--- src/rtl/sleep_pkg.sv ---
package sleep_pkg;
  localparam int CODE_W = 12;
  typedef logic [CODE_W-1:0] code_t;

  localparam code_t NMI_CODE  = 12'h1C0;
  localparam code_t IRQ_BASE  = 12'h200;
  localparam code_t PER_BASE  = 12'h400;
  localparam code_t CODE_STEP = 12'h020;

  typedef enum logic {ST_RUN = 1'b0, ST_SLEEP = 1'b1} slp_state_e;

  function automatic code_t idx_code(code_t base, int idx);
    return base + code_t'(idx) * CODE_STEP;
  endfunction
endpackage

--- src/rtl/sleep_wake_detect.sv ---
module sleep_wake_detect
  import sleep_pkg::*;
#(
  parameter int IRQ_W = 8,
  parameter int PER_W = 4,
  parameter int RST_N = 4
) (
  input  logic             nmi_i,
  input  logic [IRQ_W-1:0] irq_lvl_i,
  input  logic [PER_W-1:0] per_irq_i,
  input  logic [RST_N-1:0] rst_src_i,
  output logic             int_any_o,
  output logic             rst_any_o,
  output code_t            code_o
);
  localparam int IRQ_IW = (IRQ_W > 1) ? $clog2(IRQ_W) : 1;
  localparam int PER_IW = (PER_W > 1) ? $clog2(PER_W) : 1;

  logic [IRQ_IW-1:0] irq_idx;
  logic [PER_IW-1:0] per_idx;

  // highest set index wins within each group
  always_comb begin
    irq_idx = '0;
    for (int i = 0; i < IRQ_W; i++)
      if (irq_lvl_i[i]) irq_idx = IRQ_IW'(i);
  end

  always_comb begin
    per_idx = '0;
    for (int j = 0; j < PER_W; j++)
      if (per_irq_i[j]) per_idx = PER_IW'(j);
  end

  assign int_any_o = nmi_i | (|irq_lvl_i) | (|per_irq_i);
  assign rst_any_o = |rst_src_i;

  always_comb begin
    if (nmi_i)             code_o = NMI_CODE;
    else if (|irq_lvl_i)   code_o = idx_code(IRQ_BASE, int'(irq_idx));
    else if (|per_irq_i)   code_o = idx_code(PER_BASE, int'(per_idx));
    else                   code_o = '0;
  end

  always_comb begin
    if (nmi_i) assert_nmi_code_R4: assert (code_o == NMI_CODE);
    if (!nmi_i && (|irq_lvl_i))
      assert_irq_over_per_R7: assert (code_o[CODE_W-1:8] == IRQ_BASE[CODE_W-1:8]);
  end
endmodule

--- src/rtl/sleep_fsm.sv ---
module sleep_fsm
  import sleep_pkg::*;
(
  input  logic  clk_i,
  input  logic  rst_ni,
  input  logic  sleep_req_i,
  input  logic  int_any_i,
  input  logic  rst_any_i,
  input  code_t code_i,
  output logic  asleep_o,
  output logic  exc_req_o,
  output code_t code_o
);
  slp_state_e state_q, state_d;
  logic  exc_q, exc_d;
  code_t code_q, code_d;

  always_comb begin
    state_d = state_q;
    exc_d   = 1'b0;
    code_d  = code_q;
    if (rst_any_i) begin
      state_d = ST_RUN;
      code_d  = '0;
    end else begin
      unique case (state_q)
        ST_RUN:   if (sleep_req_i && !int_any_i) state_d = ST_SLEEP;
        ST_SLEEP: if (int_any_i) begin
          state_d = ST_RUN;
          exc_d   = 1'b1;
          code_d  = code_i;
        end
        default:  state_d = ST_RUN;
      endcase
    end
  end

  always_ff @(posedge clk_i or negedge rst_ni) begin
    if (!rst_ni) begin
      state_q <= ST_RUN;
      exc_q   <= 1'b0;
      code_q  <= '0;
    end else begin
      state_q <= state_d;
      exc_q   <= exc_d;
      code_q  <= code_d;
    end
  end

  assign asleep_o  = (state_q == ST_SLEEP);
  assign exc_req_o = exc_q;
  assign code_o    = code_q;

  assert_enter_R2: assert property (@(posedge clk_i) disable iff (!rst_ni)
    (!asleep_o && sleep_req_i && !int_any_i && !rst_any_i) |=> asleep_o);
  assert_rst_wake_R9: assert property (@(posedge clk_i) disable iff (!rst_ni)
    rst_any_i |=> (!asleep_o && !exc_req_o && code_o == '0));
  assert_int_wake_R10: assert property (@(posedge clk_i) disable iff (!rst_ni)
    (asleep_o && int_any_i && !rst_any_i) |=> (!asleep_o && exc_req_o));
  assert_exc_pulse_R10: assert property (@(posedge clk_i) disable iff (!rst_ni)
    exc_req_o |=> !exc_req_o);
  assert_ignore_req_R11: assert property (@(posedge clk_i) disable iff (!rst_ni)
    (!asleep_o && (int_any_i || rst_any_i)) |=> !asleep_o);
  assert_hold_R12: assert property (@(posedge clk_i) disable iff (!rst_ni)
    (asleep_o && !int_any_i && !rst_any_i) |=> (asleep_o && $stable(code_o)));
endmodule

--- src/rtl/core_sleep_ctrl.sv ---
module core_sleep_ctrl
  import sleep_pkg::*;
#(
  parameter int IRQ_W = 8,
  parameter int PER_W = 4
) (
  input  logic              clk_i,
  input  logic              rst_ni,
  input  logic              sleep_req_i,
  input  logic              nmi_i,
  input  logic [IRQ_W-1:0]  irq_lvl_i,
  input  logic [PER_W-1:0]  per_irq_i,
  input  logic              blk_bit_i,
  input  logic              rst_pin_i,
  input  logic              rst_wdt_i,
  input  logic              rst_dbg_i,
  input  logic              rst_man_i,
  output logic              cpu_clk_en_o,
  output logic              per_clk_en_o,
  output logic              clk_out_en_o,
  output logic [1:0]        status_o,
  output logic              exc_req_o,
  output logic [CODE_W-1:0] evt_code_o
);
  localparam int RST_N = 4;

  logic [RST_N-1:0] rst_src;
  logic  int_any, rst_any, asleep;
  code_t wake_code;

  assign rst_src = {rst_man_i, rst_dbg_i, rst_wdt_i, rst_pin_i};

  sleep_wake_detect #(.IRQ_W(IRQ_W), .PER_W(PER_W), .RST_N(RST_N)) u_detect (
    .nmi_i     (nmi_i),
    .irq_lvl_i (irq_lvl_i),
    .per_irq_i (per_irq_i),
    .rst_src_i (rst_src),
    .int_any_o (int_any),
    .rst_any_o (rst_any),
    .code_o    (wake_code)
  );

  sleep_fsm u_fsm (
    .clk_i       (clk_i),
    .rst_ni      (rst_ni),
    .sleep_req_i (sleep_req_i),
    .int_any_i   (int_any),
    .rst_any_i   (rst_any),
    .code_i      (wake_code),
    .asleep_o    (asleep),
    .exc_req_o   (exc_req_o),
    .code_o      (evt_code_o)
  );

  // core halts; peripherals and clock pin keep running
  assign cpu_clk_en_o = !asleep;
  assign per_clk_en_o = 1'b1;
  assign clk_out_en_o = 1'b1;
  assign status_o     = asleep ? 2'b10 : 2'b00;

  // block bit must not hold off a wake
  assert_blk_ignored_R8: assert property (@(posedge clk_i) disable iff (!rst_ni)
    (asleep && blk_bit_i && int_any && !rst_any) |=> (exc_req_o && cpu_clk_en_o));
  assert_status_R2: assert property (@(posedge clk_i) disable iff (!rst_ni)
    (status_o == 2'b10) |-> !cpu_clk_en_o);
endmodule

--- config.mk ---
export PLATFORM = sky130hd
export DESIGN_NAME = core_sleep_ctrl
export DESIGN_NICKNAME = d
export VERILOG_FILES = /design/src/rtl/sleep_pkg.sv /design/src/rtl/sleep_wake_detect.sv /design/src/rtl/sleep_fsm.sv /design/src/rtl/core_sleep_ctrl.sv
export SDC_FILE = /design/constraint.sdc
export NUM_CORES = 1
export LEC_CHECK = 0
export BUFFER_PORTS_ARGS = -buffer_cell sky130_fd_sc_hd__buf_2
export CORE_AREA = 2 2 45 47
export CTS_BUF_LIST = sky130_fd_sc_hd__clkbuf_8
export CTS_CLUSTER_SIZE = 20
export DETAILED_ROUTE_END_ITERATION = 6
export DIE_AREA = 0 0 47 49
export GPL_ROUTABILITY_DRIVEN = 0
export HOLD_SLACK_MARGIN = 0.08
export PLACE_DENSITY = 0.93
export SYNTH_ARGS = -nofsm -noshare
export SYNTH_HDL_FRONTEND = slang
export SYNTH_HIERARCHICAL = 1
export SYNTH_SLANG_ARGS = --single-unit
export TNS_END_PERCENT = 30
--- constraint.sdc ---
create_clock -name clk_i -period 1.7 [get_ports clk_i]
set_input_delay 0.34 -clock clk_i [delete_from_list [all_inputs] [get_ports clk_i]]
set_output_delay 0.34 -clock clk_i [all_outputs]
set_load 0.005 [all_outputs]
==> results of run 1 <==
## through the flow
stage	hold slack (ns)	cells	instance area [µm²]	worst slack, ns
floorplan	0.04441	106	953.4	-0.1857
global placement	0.2401	162	1124	-0.3076
detailed placement	0.2438	162	1124	-0.3461
CTS	0.3715	167	1206	-0.07231
global route	0.3933	169	1291	-0.1407
finish	0.3700	169	1291	-0.1070
## power breakdown
group          leakage, nW  internal (mW)  switching, mW
combinational        0.407         0.0379         0.0363
sequential           0.196          0.333    0.000000305
clock               0.0288          0.205          0.108
## sequential cells by signal, indices dropped and copies added (netlist names)
register and flops:
u_fsm/exc_req_o 1, u_fsm/code_o 12, u_fsm/asleep_o 1
## final cells by class
class,instances,area share [%]
multi-input cells,71,38.28
flip-flops and latches,14,27.13
repair buffers,50,26.84
clock buffers,4,4.264
well taps,27,2.616
inverters,3,0.8721
## worst max-delay path, cell delays in order
cell	delay [ns]
buf_6	0.09
or4_4	0.53
or2_4	0.26
nor2_4	0.11
nand2_4	0.09
clkbuf_16	0.20
a21bo_1	0.18
a21oi_2	0.16
## layer usage
layer  global-route usage [%]  wire length, µm  up-vias
met1                    22.43              837      394
met4                    6.481               13        0
li1                         -                -      416
met2                    30.82             1147       27
met5                        0                0        -
met3                    2.222               83        2
## final timing paths
| path | startpoint | to | slack [ns] | cells after the start |
|---|---|---|---|---|
| worst max-delay path | irq_lvl_i[5] | u_fsm/code_o[7] | -0.11 | 8 |
| worst min-delay path | sleep_req_i | u_fsm/asleep_o | 0.37 | 3 |
| worst max register to register | u_fsm/asleep_o | u_fsm/code_o[7] | 0.56 | 3 |
| worst min register to register | u_fsm/code_o[2] | u_fsm/code_o[2] | 0.62 | 2 |
| max in group asynchronous | rst_ni | u_fsm/code_o[1] | 0.94 | 2 |
| min in group asynchronous | rst_ni | u_fsm/asleep_o | 0.53 | 2 |
## cells in the mapped netlist, types with 3 or more instances
| cell type | n |
|---|---|
| buf_6 | 3 |
| a21oi_2 | 6 |
| inv_1 | 3 |
| conb_1 | 3 |
| nor3_1 | 6 |
| buf_4 | 14 |
| nor2_1 | 6 |
| nand3_1 | 12 |
| a21bo_1 | 6 |
| a21bo_2 | 6 |
| a21oi_1 | 8 |
| dfrtp_1 | 14 |
## logic make-up after synthesis
kind of cell,Yosys count,share of synthesized area (%)
simple gates,34,19.43
compound gates,28,24.83
buf+inv,21,16.73
flops,14,37.79
other cells,3,1.214
## repair_timing
action                     4_1_cts  5_1_grt
pin swaps                        1       10
gates cloned                     0        2
setup endpoints to repair       12       12
hold buffers                     1        0
hold endpoints to repair        14        0
gates resized for setup          4        9
==> results.sh, run 1 <==
export IMPL_antenna_left=0
export IMPL_finalHoldViolCount=0
export IMPL_synth_seq_cells=14
export IMPL_nNetsFinal=164
export IMPL_cellPowerDensity_mw_per_mm2=557.7
export IMPL_drive_gt1_share_pct=54.23
export IMPL_cts_made_buffers=3
export IMPL_worstPathMaxFanout=6
export IMPL_period_minus_slack_ns=1.807
export IMPL_postLayoutCoreUtil_pct=70.11
export IMPL_cts_root_buf="clkbuf_8"
export IMPL_first_pass_iters=3
export IMPL_rsz0062_at_grt="yes"
export IMPL_violations="negative setup slack"
export IMPL_synthTopCellsByArea="dfrtp_1 (38%), buf_4 (11%), a21bo_1 (6.5%), a21bo_2 (6.5%), nand3_1 (6.5%)"
export IMPL_antenna_found_initial=0
export IMPL_power_total_mw=0.7202
export IMPL_slew_headroom_pct=58.66
export IMPL_wire_per_inst_um=12.31
export IMPL_clockBufferDepth=2
export IMPL_place_hpwl_mm=1.437
export IMPL_initial_utilization_pct=50.34
export IMPL_grt_first_pass_wirelength_mm=3.098
export IMPL_fin_ws_ns=-0.1070
export IMPL_worstMarginPinSlew_ns=0.6145
export IMPL_syn_inst=100
export IMPL_mostFrequentLayoutCell="buf_2"
export IMPL_cts_tree="built"
export IMPL_grt_pass1_vias=728
export IMPL_synth_top_area_share_pct=37.79
export IMPL_routed_wl_mm=2.081
export IMPL_clock_sinks=14
export IMPL_startpoint_type="primary input"
export IMPL_vias_per_cell=4.964
export IMPL_leakagePower_nw=0.6310
export IMPL_synth_edf_count=0
export IMPL_cts_htree_levels=1
export IMPL_grt_max_degree=25
export IMPL_synth_cell_type_count=22
export IMPL_core_area_mm2=0.001842
export IMPL_io_pins=39
export IMPL_die_h_um=49
export IMPL_synth_ff_type="dfrtp_1"
export IMPL_grt_usage_pct=18.10
export IMPL_drc_errors=0
export IMPL_worst_ep_arrival_time_ns=1.97
export IMPL_synthArstFlopShare_pct=100.0
export IMPL_end_kind="register"
export IMPL_clkTransAtPathRegs_ns=0.06
export IMPL_numPortBuffers=34
export IMPL_crit_type="primary input to register"
export IMPL_finalCritPeriodShare_pct=106.3
export IMPL_vias=839
export IMPL_ys_seq_area_share_pct=37.79
export IMPL_synth_area_um2=927.1
export IMPL_drv_slew=0
export IMPL_fin_skew_ns=0.004029
export IMPL_synth_top_area_cell="dfrtp_1"
export IMPL_die_area_mm2=0.002303
export IMPL_fillers=151
export IMPL_die_x_um=47
export IMPL_min_path_type="primary input to register"
export IMPL_setup_viol=12
export IMPL_status="complete, but fails checks"
export IMPL_n_antenna_cell=0
export IMPL_drv_cap=0
export IMPL_insertion_delay_ns=0.24
export IMPL_gr_total_overflow=0
export IMPL_synth_avg_cell_area_um2=9.271
export IMPL_syn_to_final_growth_pct=39.27
export IMPL_ir_drop_mv=0.3234
export IMPL_max_freq_mhz=553.4
export IMPL_multi_input_area_um2=494.2
export IMPL_post_cts_buffers=0
export IMPL_fin_tns_setup_ns=-0.6124
export IMPL_layout_common_cells="buf_2 (33), dfrtp_1 (14), buf_4 (12), nand3_1 (12), a21oi_2 (12)"
export IMPL_yosysWarnings=6
export IMPL_regArea_um2=350.3
export IMPL_fp_row_count=16
export IMPL_worst_ep_required_time_ns=1.86
export IMPL_drt_iter0_drc=2
(Power assumes the default switching activity.)
==> run 2: changes to the inputs <==
- CORE_AREA: 2 2 45 47 -> 2 2 47 49
- DIE_AREA: 0 0 47 49 -> 0 0 49 51
- PLACE_DENSITY: 0.93 -> 0.86
- clock period: 1.7 -> 1.9 ns (I/O delays scaled with it)
==> results.sh, run 2 (synthesis results as in run 1) <==
export IMPL_dp_cells=161
export IMPL_p_clk_share_pct=39.0
export IMPL_clkTransAtPathRegs_ns=0.05
export IMPL_cts_made_buffers=3
export IMPL_vias=828
export IMPL_vias_per_cell=4.958
export IMPL_ir_drop_mv=0.2692
export IMPL_cts_root_buf="clkbuf_8"
export IMPL_largest_register_ffs=12
export IMPL_syn_to_final_growth_pct=32.52
export IMPL_insertion_delay_ns=0.24
export IMPL_comb_power_share_pct=10.8
export IMPL_drc_errors=0
export IMPL_core_area_mm2=0.002063
export IMPL_startpoint="irq_lvl_i[5]"
export IMPL_min_path_type="primary input to register"
export IMPL_antenna_found_initial=0
export IMPL_crit_type="primary input to register"
export IMPL_period_minus_slack_ns=1.874
export IMPL_cpMaxStageDelayCell="or4_4"
export IMPL_n_antenna_cell=0
export IMPL_layout_common_cells="buf_2 (34), dfrtp_1 (14), nand3_1 (12)"
export IMPL_r2r_cells=3
export IMPL_routed_wl_mm=2.147
export IMPL_max_freq_mhz=533.7
export IMPL_wire_per_inst_um=12.86
export IMPL_power_total_mw=0.5949
export IMPL_place_area_mm2=0.001110
export IMPL_seqPwrFrac_pct=50.2
export IMPL_fin_skew_ns=0.003900
export IMPL_cts_htree_levels=1
export IMPL_hold_path_startpoint="sleep_req_i"
export IMPL_fp_row_count=17
export IMPL_startpoint_type="primary input"
export IMPL_p_switching_mw=0.1246
export IMPL_r2r_end="u_fsm/code_o[6]"
export IMPL_internal_power_mw=0.4703
export IMPL_clock_sinks=14
export IMPL_grt_usage_pct=17.97
export IMPL_slowest_delay_ns=0.52
export IMPL_path_cells="buf_2 -> or4_4 -> or2_1 -> nor2_1 -> nand2_2 -> buf_12 -> a21bo_2 -> a21oi_2"
export IMPL_r2r_slack_ns=0.77
export IMPL_numPortBuffers=34
export IMPL_status="finished, final reports clean"
export IMPL_worst_ep_required_time_ns=2.07
export IMPL_die_x_um=49
export IMPL_worst_r2r_startpoint="u_fsm/asleep_o"
export IMPL_cpLargestDelayFamily="simple AND/OR/NAND/NOR gates"
export IMPL_drive_gt1_share_pct=50.36
export IMPL_fillers=184
export IMPL_crit_end="u_fsm/code_o[3]"
export IMPL_worstPathMaxFanout=7
export IMPL_fin_tns_setup_ns=0
export IMPL_place_hpwl_mm=1.466
export IMPL_cts_tree="built"
export IMPL_final_area_mm2=0.001229
export IMPL_post_cts_buffers=0
export IMPL_end_kind="register"
export IMPL_drv_slew=0
export IMPL_nNetsFinal=162
export IMPL_grt_max_degree=27
export IMPL_grt_pass1_vias=777
export IMPL_p_sw_share_pct=20.94
export IMPL_setup_viol=0
export IMPL_finalCritPeriodShare_pct=98.62
export IMPL_worst_ep_arrival_time_ns=2.04
export IMPL_clockBufferDepth=2
export IMPL_initial_utilization_pct=44.94
export IMPL_io_pins=39
export IMPL_grt_first_pass_wirelength_mm=3.381
export IMPL_cp_num_buf_inv=2
export IMPL_cellPowerDensity_mw_per_mm2=484.2
export IMPL_instances_no_fill=167
export IMPL_finalHoldViolCount=0
export IMPL_drt_iter0_drc=15
export IMPL_gr_total_overflow=0
export IMPL_hold_ws_ns=0.4298
export IMPL_drv_cap=0
export IMPL_first_pass_iters=4
export IMPL_antenna_left=0
export IMPL_leakagePower_nw=0.5933
export IMPL_crit_cells=8
export IMPL_mostFrequentLayoutCell="buf_2"
export IMPL_die_area_mm2=0.002499
export IMPL_die_h_um=51
-- run 2: how the worst min path moves through the flow --
stage | endpoint | cells past startpoint
floorplan | u_fsm/asleep_o | 0
global placement | u_fsm/code_o[11] | 1
detailed placement | u_fsm/code_o[3] | 1
CTS | u_fsm/asleep_o | 3
global route | u_fsm/asleep_o | 3
finish | u_fsm/asleep_o | 3
-- run 2: power groups by stage --
stage                     clock network (mW)  registers (mW)  logic, mW
after floorplan                            0           0.304     0.0327
after global placement                     0           0.304     0.0584
after detailed placement                   0           0.304     0.0614
after CTS                              0.243           0.298     0.0636
after global routing                   0.250           0.298     0.0723
final                                  0.232           0.298     0.0644
-- run 2: repair_timing --
action,CTS,global route
resized for setup,0,5
setup endpoints to repair,0,3
hold buffers,1,0
endpoints found under the hold margin,14,0
-- run 2: routing by layer --
layer	global-route usage [%]	up-vias	share of wire (%)
met3	2.047	2	3.4
met1	21.23	389	44
met4	14.76	0	1.4
met2	29.68	28	51
met5	0	-	0
li1	-	409	-
-- run 2: worst min-delay path: stages --
cell and delay (ns):
buf_2 0.10, nor2_1 0.09, nor3_1 0.05
-- run 2: cell type report --
cell class	count	area [µm²]	share of cell area (%)
timing repair buffer	48	325.3	26.48
clock buffer	3	41.29	3.360
sequential	14	350.3	28.51
multi-input combinational	71	465.4	37.88
inverter	3	11.26	0.9165
tap	28	35.03	2.851
-- run 2: per-stage QoR --
step / util, % / setup WS, ns
2_1_floorplan: - / -0.02566
3_3_place_gp: 53.79 / -0.1538
3_5_place_dp: 53.79 / -0.2230
4_1_cts: 56.28 / 0.03008
5_1_grt: 59.55 / -0.005351
6_report: 59.55 / 0.02628
==> run 3: changes to the inputs <==
- SETUP_SLACK_MARGIN: not set -> 0.4
==> results.sh, run 3 (synthesis results as in run 1) <==
export IMPL_status="complete, but fails checks"
export IMPL_violations="negative setup slack"
export IMPL_cts_root_buf="clkbuf_8"
export IMPL_finalCritPeriodShare_pct=101.8
export IMPL_die_h_um=51
export IMPL_insertion_delay_ns=0.24
export IMPL_numPortBuffers=34
export IMPL_worst_r2r_startpoint="u_fsm/asleep_o"
export IMPL_fp_row_count=17
export IMPL_holdPathStages=3
export IMPL_drt_iter0_drc=10
export IMPL_r2r_end="u_fsm/code_o[10]"
export IMPL_io_pins=39
export IMPL_grt_first_pass_wirelength_mm=3.712
export IMPL_setup_viol=2
export IMPL_dp_slack_ns=-0.2230
export IMPL_worstPathMaxFanout=6
export IMPL_first_pass_iters=4
export IMPL_n_antenna_cell=0
export IMPL_leakagePower_nw=0.6224
export IMPL_use_met1_pct=23.09
export IMPL_worst_ep_arrival_time_ns=2.09
export IMPL_antenna_found_initial=0
export IMPL_cellPowerDensity_mw_per_mm2=453.1
export IMPL_clock_sinks=14
export IMPL_cts_made_buffers=3
export IMPL_antenna_left=0
export IMPL_die_area_mm2=0.002499
export IMPL_grt_pass1_vias=827
export IMPL_ir_drop_mv=0.2613
export IMPL_drv_cap=0
export IMPL_fin_ws_ns=-0.03505
export IMPL_end_kind="register"
export IMPL_rsz0062_at_grt="yes"
export IMPL_die_x_um=49
export IMPL_drc_errors=0
export IMPL_worst_ep_required_time_ns=2.05
export IMPL_place_hpwl_mm=1.466
export IMPL_largest_register_ffs=12
export IMPL_cts_tree="built"
export IMPL_max_freq_mhz=516.8
export IMPL_cts_htree_levels=1
export IMPL_layout_common_cells="buf_2 (32), dfrtp_1 (14), buf_4 (12)"
export IMPL_routed_wl_mm=2.446
export IMPL_wire_per_inst_um=14.39
export IMPL_r2r_cells=3
export IMPL_fin_skew_ns=0.004180
export IMPL_grt_usage_pct=19.63
export IMPL_drive_gt1_share_pct=56.34
export IMPL_use_met2_pct=34.93
export IMPL_grt_busiest_layer="met2"
export IMPL_postLayoutCoreUtil_pct=64.46
export IMPL_r2r_slack_ns=0.67
export IMPL_startpoint_type="primary input"
export IMPL_dp_cells=161
export IMPL_syn_to_final_growth_pct=43.46
export IMPL_hold_path_end="u_fsm/asleep_o"
export IMPL_vias=860
export IMPL_initial_utilization_pct=44.94
export IMPL_min_path_type="primary input to register"
export IMPL_mostFrequentLayoutCell="buf_2"
export IMPL_grt_max_degree=21
export IMPL_drv_slew=0
export IMPL_fillers=176
export IMPL_nNetsFinal=165
export IMPL_period_minus_slack_ns=1.935
export IMPL_finalHoldViolCount=0
export IMPL_use_met3_pct=2.047
export IMPL_vias_per_cell=5.059
export IMPL_crit_type="primary input to register"
export IMPL_clockBufferDepth=2
export IMPL_core_area_mm2=0.002063
export IMPL_hold_path_startpoint="sleep_req_i"
export IMPL_fin_tns_setup_ns=-0.04984
export IMPL_clkTransAtPathRegs_ns=0.05
export IMPL_instances_no_fill=170
export IMPL_gr_total_overflow=0
-- run 3: changes by cell type in the layout (fill, tap and decap cells not counted), sizes merged --
cell / before / now
buf: 45 / 49
clkbuf: 5 / 4
-- run 3: power breakdown --
part | internal (mW) | switching, mW | total [mW]
Clock | 0.140 | 0.0935 | 0.233
Combinational | 0.0365 | 0.0346 | 0.0710
Sequential | 0.298 | 0.000000415 | 0.298
-- run 3: layout make-up --
| cell class | instances | area (µm²) | area share, % |
|---|---|---|---|
| timing repair buffer | 51 | 375.4 | 28.22 |
| clock buffer | 3 | 41.29 | 3.104 |
| multi-input combinational | 71 | 516.7 | 38.85 |
| tap | 28 | 35.03 | 2.634 |
| inverter | 3 | 11.26 | 0.8467 |
| sequential | 14 | 350.3 | 26.34 |
-- run 3: through the flow --
| stage | power [mW] | hold slack [ns] | instance area, µm² |
|---|---|---|---|
| finish | 0.6026 | 0.4244 | 1330 |
| global route | 0.6276 | 0.4401 | 1330 |
| CTS | 0.6072 | 0.4159 | 1255 |
| detailed placement | 0.3650 | 0.2913 | 1110 |
| floorplan | 0.3364 | 0.08441 | 953.4 |
| global placement | 0.3620 | 0.2801 | 1110 |
-- run 3: how the worst max path moves through the flow --
stage,to,from,slack [ns],cells after the start
floorplan,u_fsm/code_o[10],irq_lvl_i[5],-0.03,8
finish,u_fsm/code_o[10],irq_lvl_i[5],-0.04,8
global route,u_fsm/code_o[10],irq_lvl_i[5],-0.07,8
detailed placement,u_fsm/code_o[2],irq_lvl_i[5],-0.22,8
global placement,u_fsm/code_o[4],irq_lvl_i[5],-0.15,8
CTS,u_fsm/code_o[2],irq_lvl_i[5],0.06,8
-- run 3: metal layers --
metal | vias to the layer above | part of all wire [%]
li1 | 416 | -
met1 | 402 | 39
met2 | 36 | 53
met3 | 6 | 4.0
met4 | 0 | 3.5
met5 | - | 0
-- run 3: critical path, cell delays in order --
cell,delay [ns]
buf_6,0.09
or4_4,0.52
or2_1,0.24
nor2_1,0.14
nand2_2,0.14
clkbuf_16,0.21
a21bo_1,0.19
a21oi_2,0.16
-- run 3: repair_timing --
action,CTS,global route
endpoints found under the setup margin,14,14
hold endpoints to repair,14,0
gates resized for setup,7,13
hold buffers,1,0
buffers inserted,1,2
cloned,2,0
pin swaps,5,12
